**src/rtl/mlfsr_pkg.sv**
```systemverilog
package mlfsr_pkg;
  localparam int CELL_W = 31;
  localparam int NCELLS = 16;
  localparam int BYTE_W = 8;
  localparam int DC_W   = 15;
  localparam int NTAPS  = 6;

  typedef logic [CELL_W-1:0] cell_t;
  typedef logic [NCELLS-1:0][CELL_W-1:0] bank_t;

  typedef enum logic {
    MODE_WORK = 1'b0,
    MODE_INIT = 1'b1
  } mode_e;

  // which cell feeds weighted term t
  function automatic int tap_cell(int t);
    case (t)
      0, 1:    tap_cell = 0;
      2:       tap_cell = 4;
      3:       tap_cell = 10;
      4:       tap_cell = 13;
      default: tap_cell = 15;
    endcase
  endfunction

  // rotation amount (power-of-two weight) of term t
  function automatic int tap_rot(int t);
    case (t)
      0:       tap_rot = 0;
      1:       tap_rot = 8;
      2:       tap_rot = 20;
      3:       tap_rot = 21;
      4:       tap_rot = 17;
      default: tap_rot = 15;
    endcase
  endfunction

  // multiply by 2^k modulo 2^31-1
  function automatic cell_t rotl(cell_t x, int k);
    rotl = (x << k) | (x >> (CELL_W - k));
  endfunction
endpackage

```
**src/rtl/mp_add.sv**
```systemverilog
module mp_add
  import mlfsr_pkg::*;
(
  input  cell_t a,
  input  cell_t b,
  output cell_t y
);
  logic [CELL_W:0] raw;

  always_comb begin
    raw = {1'b0, a} + {1'b0, b};
    y   = raw[CELL_W-1:0] + cell_t'(raw[CELL_W]);
  end

  // end-around carry yields zero only when both operands are zero
  always_comb begin
    p_add_zero_only_r4: assert (y != '0 || (a == '0 && b == '0));
  end
endmodule

```
**src/rtl/mp_keyload.sv**
```systemverilog
module mp_keyload
  import mlfsr_pkg::*;
#(
  parameter logic [DC_W-1:0] DCONST [NCELLS] = '{
    15'h44D7, 15'h26BC, 15'h626B, 15'h135E, 15'h5789, 15'h35E2, 15'h7135, 15'h09AF,
    15'h4D78, 15'h2F13, 15'h6BC4, 15'h1AF1, 15'h5E26, 15'h3C4D, 15'h789A, 15'h47AC}
)(
  input  logic [NCELLS*BYTE_W-1:0] key,
  input  logic [NCELLS*BYTE_W-1:0] iv,
  output bank_t                    init_bank
);
  localparam int KW = NCELLS * BYTE_W;

  for (genvar i = 0; i < NCELLS; i++) begin : g_cell
    assign init_bank[i] = {key[KW-1-i*BYTE_W -: BYTE_W],
                           DCONST[i],
                           iv[KW-1-i*BYTE_W -: BYTE_W]};
  end
endmodule

```
**src/rtl/mp_feedback.sv**
```systemverilog
module mp_feedback
  import mlfsr_pkg::*;
(
  input  bank_t bank,
  input  mode_e mode,
  input  cell_t inject,
  output cell_t new_top
);
  cell_t term [NTAPS];
  cell_t acc  [NTAPS];
  cell_t folded;
  cell_t chosen;

  for (genvar t = 0; t < NTAPS; t++) begin : g_term
    assign term[t] = rotl(bank[tap_cell(t)], tap_rot(t));
  end

  assign acc[0] = term[0];
  for (genvar t = 1; t < NTAPS; t++) begin : g_chain
    mp_add u_add (.a(acc[t-1]), .b(term[t]), .y(acc[t]));
  end

  mp_add u_inject (.a(acc[NTAPS-1]), .b(inject), .y(folded));

  always_comb begin
    chosen  = (mode == MODE_INIT) ? folded : acc[NTAPS-1];
    new_top = (chosen == '0) ? '1 : chosen;
  end
endmodule

```
**src/rtl/mp_round_ctr.sv**
```systemverilog
module mp_round_ctr #(
  parameter int ROUNDS = 32
)(
  input  logic clk,
  input  logic rst_n,
  input  logic load,
  input  logic init_step,
  output logic ready
);
  localparam int CNT_W = $clog2(ROUNDS + 1);

  logic [CNT_W-1:0] cnt_q, cnt_d;
  logic             cnt_en;

  always_comb begin
    cnt_en = load | (init_step & ~ready);
    cnt_d  = load ? '0 : cnt_q + CNT_W'(1);
  end

  always_ff @(posedge clk or negedge rst_n) begin
    if (!rst_n)      cnt_q <= '0;
    else if (cnt_en) cnt_q <= cnt_d;
  end

  assign ready = (cnt_q == CNT_W'(ROUNDS));

  p_ready_clear_r8: assert property (@(posedge clk) disable iff (!rst_n)
    load |=> !ready);
  p_ready_sticky_r8: assert property (@(posedge clk) disable iff (!rst_n)
    (ready && !load) |=> ready);
  p_ready_rise_r7: assert property (@(posedge clk) disable iff (!rst_n)
    $rose(ready) |-> $past(init_step));
endmodule

```
**src/rtl/mp_lfsr.sv**
```systemverilog
module mp_lfsr
  import mlfsr_pkg::*;
#(
  parameter int INIT_ROUNDS = 32
)(
  input  logic                     clk,
  input  logic                     rst_n,
  input  logic                     load,
  input  logic [127:0]             key,
  input  logic [127:0]             iv,
  input  logic                     step,
  input  logic                     mode,
  input  logic [31:0]              w_in,
  output logic [NCELLS*CELL_W-1:0] cells,
  output logic                     ready
);
  bank_t bank_q, bank_d, load_bank;
  cell_t new_top;
  mode_e mode_sel;
  logic  bank_en;
  logic  init_step;
  logic  unused_w0;

  assign mode_sel  = mode_e'(mode);
  assign unused_w0 = w_in[0];
  assign init_step = step & ~load & (mode_sel == MODE_INIT);

  mp_keyload u_keyload (.key(key), .iv(iv), .init_bank(load_bank));

  mp_feedback u_fb (
    .bank   (bank_q),
    .mode   (mode_sel),
    .inject (w_in[CELL_W:1]),
    .new_top(new_top)
  );

  mp_round_ctr #(.ROUNDS(INIT_ROUNDS)) u_ctr (
    .clk      (clk),
    .rst_n    (rst_n),
    .load     (load),
    .init_step(init_step),
    .ready    (ready)
  );

  always_comb begin
    bank_en = load | step;
    bank_d  = bank_q;
    if (load) begin
      bank_d = load_bank;
    end else if (step) begin
      for (int i = 0; i < NCELLS-1; i++) bank_d[i] = bank_q[i+1];
      bank_d[NCELLS-1] = new_top;
    end
  end

  always_ff @(posedge clk or negedge rst_n) begin
    if (!rst_n)       bank_q <= '0;
    else if (bank_en) bank_q <= bank_d;
  end

  assign cells = bank_q;

  p_hold_r9: assert property (@(posedge clk) disable iff (!rst_n)
    (!load && !step) |=> $stable(cells));
  p_shift_r3: assert property (@(posedge clk) disable iff (!rst_n)
    (step && !load) |=> cells[(NCELLS-1)*CELL_W-1:0] == $past(cells[NCELLS*CELL_W-1:CELL_W]));
  p_top_nonzero_r6: assert property (@(posedge clk) disable iff (!rst_n)
    (step && !load) |=> cells[NCELLS*CELL_W-1 -: CELL_W] != '0);
  p_load_wins_r10: assert property (@(posedge clk) disable iff (!rst_n)
    (load && step) |=> !ready);
endmodule

```
**config.mk**
```make
export PLATFORM = sky130hd
export DESIGN_NAME = mp_lfsr
export DESIGN_NICKNAME = d
export VERILOG_FILES = /design/src/rtl/mlfsr_pkg.sv /design/src/rtl/mp_add.sv /design/src/rtl/mp_keyload.sv /design/src/rtl/mp_feedback.sv /design/src/rtl/mp_round_ctr.sv /design/src/rtl/mp_lfsr.sv
export SDC_FILE = /design/constraint.sdc
export NUM_CORES = 1
export LEC_CHECK = 0
export BUFFER_PORTS_ARGS = -buffer_cell sky130_fd_sc_hd__buf_2
export CAP_MARGIN = 15
export CORE_MARGIN = 2
export CORE_UTILIZATION = 25
export CTS_BUF_LIST = sky130_fd_sc_hd__clkbuf_8
export DETAILED_ROUTE_END_ITERATION = 10
export PLACE_DENSITY_LB_ADDON = 0.12
export SYNTH_ARGS = -nofsm -noshare
export SYNTH_HDL_FRONTEND = slang
export SYNTH_SLANG_ARGS = --single-unit
```
**constraint.sdc**
```tcl
create_clock -name clk -period 34.4 [get_ports clk]
set_input_delay 3.44 -clock clk [delete_from_list [all_inputs] [get_ports clk]]
set_output_delay 3.44 -clock clk [all_outputs]
set_load 0.02 [all_outputs]
```
==> flow_metrics.env <==
export IMPL_outcome="finished, final reports clean"
export IMPL_synth_async_reset_ratio_pct=100
export IMPL_drt_pre_antenna_iters=5
export IMPL_final_net_count=5183
export IMPL_hpwl_um=125000
export IMPL_clk_latency_ps=840
export IMPL_hold_viol=0
export IMPL_min_period_ps=30680
export IMPL_synth_seq_cells=502
export IMPL_ys_warnings_count=0
export IMPL_cts_path_max_buffers=3
export IMPL_worst_hold_slack_ps=489
export IMPL_syn_area_per_cell_sq_um=9.03
export IMPL_hold_buffers=0
export IMPL_dieArea_sq_um=147000
export IMPL_numCtsBuffers=99
export IMPL_rsz0062_at_grt="false"
export IMPL_place_congestion=0.886
export IMPL_critPathMaxStageDelay_ps=910
export IMPL_placed_area_sq_um=41600
export IMPL_io_buffers=788
export IMPL_wire_per_inst_um=23.7
export IMPL_crit_path_end_kind="flop"
export IMPL_synth_ff_type="dfrtp_1"
export IMPL_yosys_top_cells_area="dfrtp_1 (35%), mux2i_1 (10%), ha_1 (7.0%)"
export IMPL_ios=790
export IMPL_cts_sinks=502
export IMPL_crit_arrival_ps=31370
export IMPL_worst_path_buf_inv=1
export IMPL_finalMaxSlewViolations=0
export IMPL_tritoncts="built"
export IMPL_areaGrowthSynthToFinish_pct=21.7
export IMPL_drc_errors=0
export IMPL_finalSetupViolCount=0
export IMPL_yosysSeqAreaShare_pct=35.0
export IMPL_cts_resized=0
export IMPL_setup_tns_ps=0
export IMPL_vias=32800
export IMPL_crit_fanout=28
export IMPL_cts_setup_buffers=0
export IMPL_start_util_pct=25.3
export IMPL_finalWirelength_um=158000
export IMPL_cp_top_family="compound AO/OA/AOI/OAI gates"
export IMPL_grt_pass1_vias=32100
export IMPL_maxSlewHeadroom_pct=27.6
export IMPL_via_per_inst=4.93
export IMPL_layout_drive_gt1_share_pct=21.3
export IMPL_grt_start_max_net_pins=197
export IMPL_cp_common_cell="ha_1"
export IMPL_maxCapViolations=0
export IMPL_core_sq_um=142000
export IMPL_timing_fmax_mhz=32.6
export IMPL_synth_top_cell_by_area="dfrtp_1"
export IMPL_synth_top_cell_area_share_pct=35.0
export IMPL_crit_path_start_kind="flop"
export IMPL_finalInstanceArea_sq_um=43700
export IMPL_synth_edf_count=0
export IMPL_rows=138
export IMPL_hold_path_class="flop to flop"
export IMPL_syn_nets=4473
export IMPL_tightest_slew_ps=1080
export IMPL_track_usage_pct=20.9
export IMPL_drt_initial_drc_count=2234
export IMPL_cts_root_buf="clkbuf_8"
export IMPL_grt_ovfl_total=0
export IMPL_post_synth_top_count_cell="dfrtp_1"
export IMPL_yosys_top_cells_count="dfrtp_1 (502), nand2_1 (408), mux2i_1 (366), o21ai_0 (351), nor2_1 (283)"
export IMPL_clk_pin_slew_ps=60
export IMPL_die_x_um=383
export IMPL_crit_type="flop to flop"
export IMPL_grt_pass1_wl_um=227000
export IMPL_cp_slowest_cell="a2111oi_0"
export IMPL_netlist_area_sq_um=35900
export IMPL_synth_cell_types=96
export IMPL_fin_crit_sh_pct=89.2
export IMPL_worstPathRequired_ps=35090
export IMPL_ant_nets=0
export IMPL_htreeDepth=3
export IMPL_skew_ps=56.2
export IMPL_fp_dieH_um=383
export IMPL_syn_instance_count=3973
export IMPL_antenna_found_initial=16
layout by cell type, fill, tap and decap left out, types with 9 or more instances in the layout:
| master | n |
|---|---|
| a2111oi_0 | 14 |
| a211o_1 | 141 |
| a211oi_1 | 28 |
| a21boi_0 | 12 |
| a21o_1 | 75 |
| a21oi_1 | 144 |
| a221oi_1 | 11 |
| a31oi_1 | 33 |
| and2_1 | 20 |
| and3_1 | 35 |
| and4_1 | 18 |
| buf_2 | 785 |
| buf_4 | 27 |
| clkbuf_8 | 124 |
| dfrtp_1 | 502 |
| diode_2 | 12 |
| ha_1 | 201 |
| inv_1 | 109 |
| mux2i_1 | 366 |
| nand2_1 | 408 |
| nand2b_1 | 44 |
| nand3_1 | 88 |
| nand4_1 | 46 |
| nor2_1 | 283 |
| nor2b_1 | 142 |
| nor3_1 | 77 |
| nor3b_1 | 11 |
| nor4_1 | 24 |
| o211ai_1 | 27 |
| o21a_1 | 40 |
| o21ai_0 | 351 |
| o21bai_1 | 21 |
| o22ai_1 | 9 |
| o31ai_1 | 27 |
| or2_2 | 19 |
| or3_1 | 15 |
| xnor2_1 | 204 |
| xor2_1 | 95 |
layout make-up:
| type | count | area (sq um) |
|---|---|---|
| fill | 15400 | 98300 |
| multi-input combinational | 3196 | 22200 |
| sequential | 502 | 12600 |
| timing repair buffer | 817 | 4220 |
| tap | 1890 | 2360 |
| clock buffer | 124 | 1710 |
| clock inverter | 52 | 300 |
| inverter | 67 | 251 |
| antenna | 12 | 30.0 |
cell families after synthesis:
| group | after synthesis | share of synthesized area [%] |
|---|---|---|
| buffers and inverters | 275 | 2.99 |
| AOI/OAI and AO/OA | 1036 | 19.3 |
| muxes | 373 | 10.5 |
| xor gates and xnor gates | 299 | 7.30 |
| adders and majority gates | 207 | 7.35 |
| and+or+nand+nor | 1281 | 17.6 |
| DFF | 502 | 35.0 |
flip-flops by register name, indices dropped and copies added, names as in the netlist:
register	cells
cells	496
u_ctr.cnt_q	6
worst paths after layout:
kind                       cells past startpoint  slack [ps]       start         end
hold / removal                                 1         490  cells[360]  cells[329]
setup reg to reg                             125        3720    cells[1]  cells[474]
setup / recovery                             125        3720    cells[1]  cells[474]
max in group asynchronous                      4       28720       rst_n  cells[225]
min in group asynchronous                      1        2640       rst_n  cells[375]
hold reg to reg                                1         490  cells[360]  cells[329]
layer usage:
metal  vias to the layer above  part of all wire, %  track usage (%)
li1                      15900                    -                -
met1                     16100                   44             26.6
met2                       666                   51             37.1
met3                       139                  3.4             2.56
met4                         0                  1.8             5.18
met5                         -                    0                0
stage by stage:
| stage | utilization [%] | worst slack (ps) | cells |
|---|---|---|---|
| CTS | 30.7 | 3650 | 6648 |
| finish | 30.8 | 3720 | 6660 |
| global route | 30.8 | 757 | 6655 |
| detailed placement | 29.3 | 3820 | 6472 |
| global placement | 29.3 | 3780 | 6472 |
| floorplan | - | 10350 | 3973 |
Power is not shown: default switching activity piles up to over one toggle a cycle in this logic, so the estimate is an artifact.
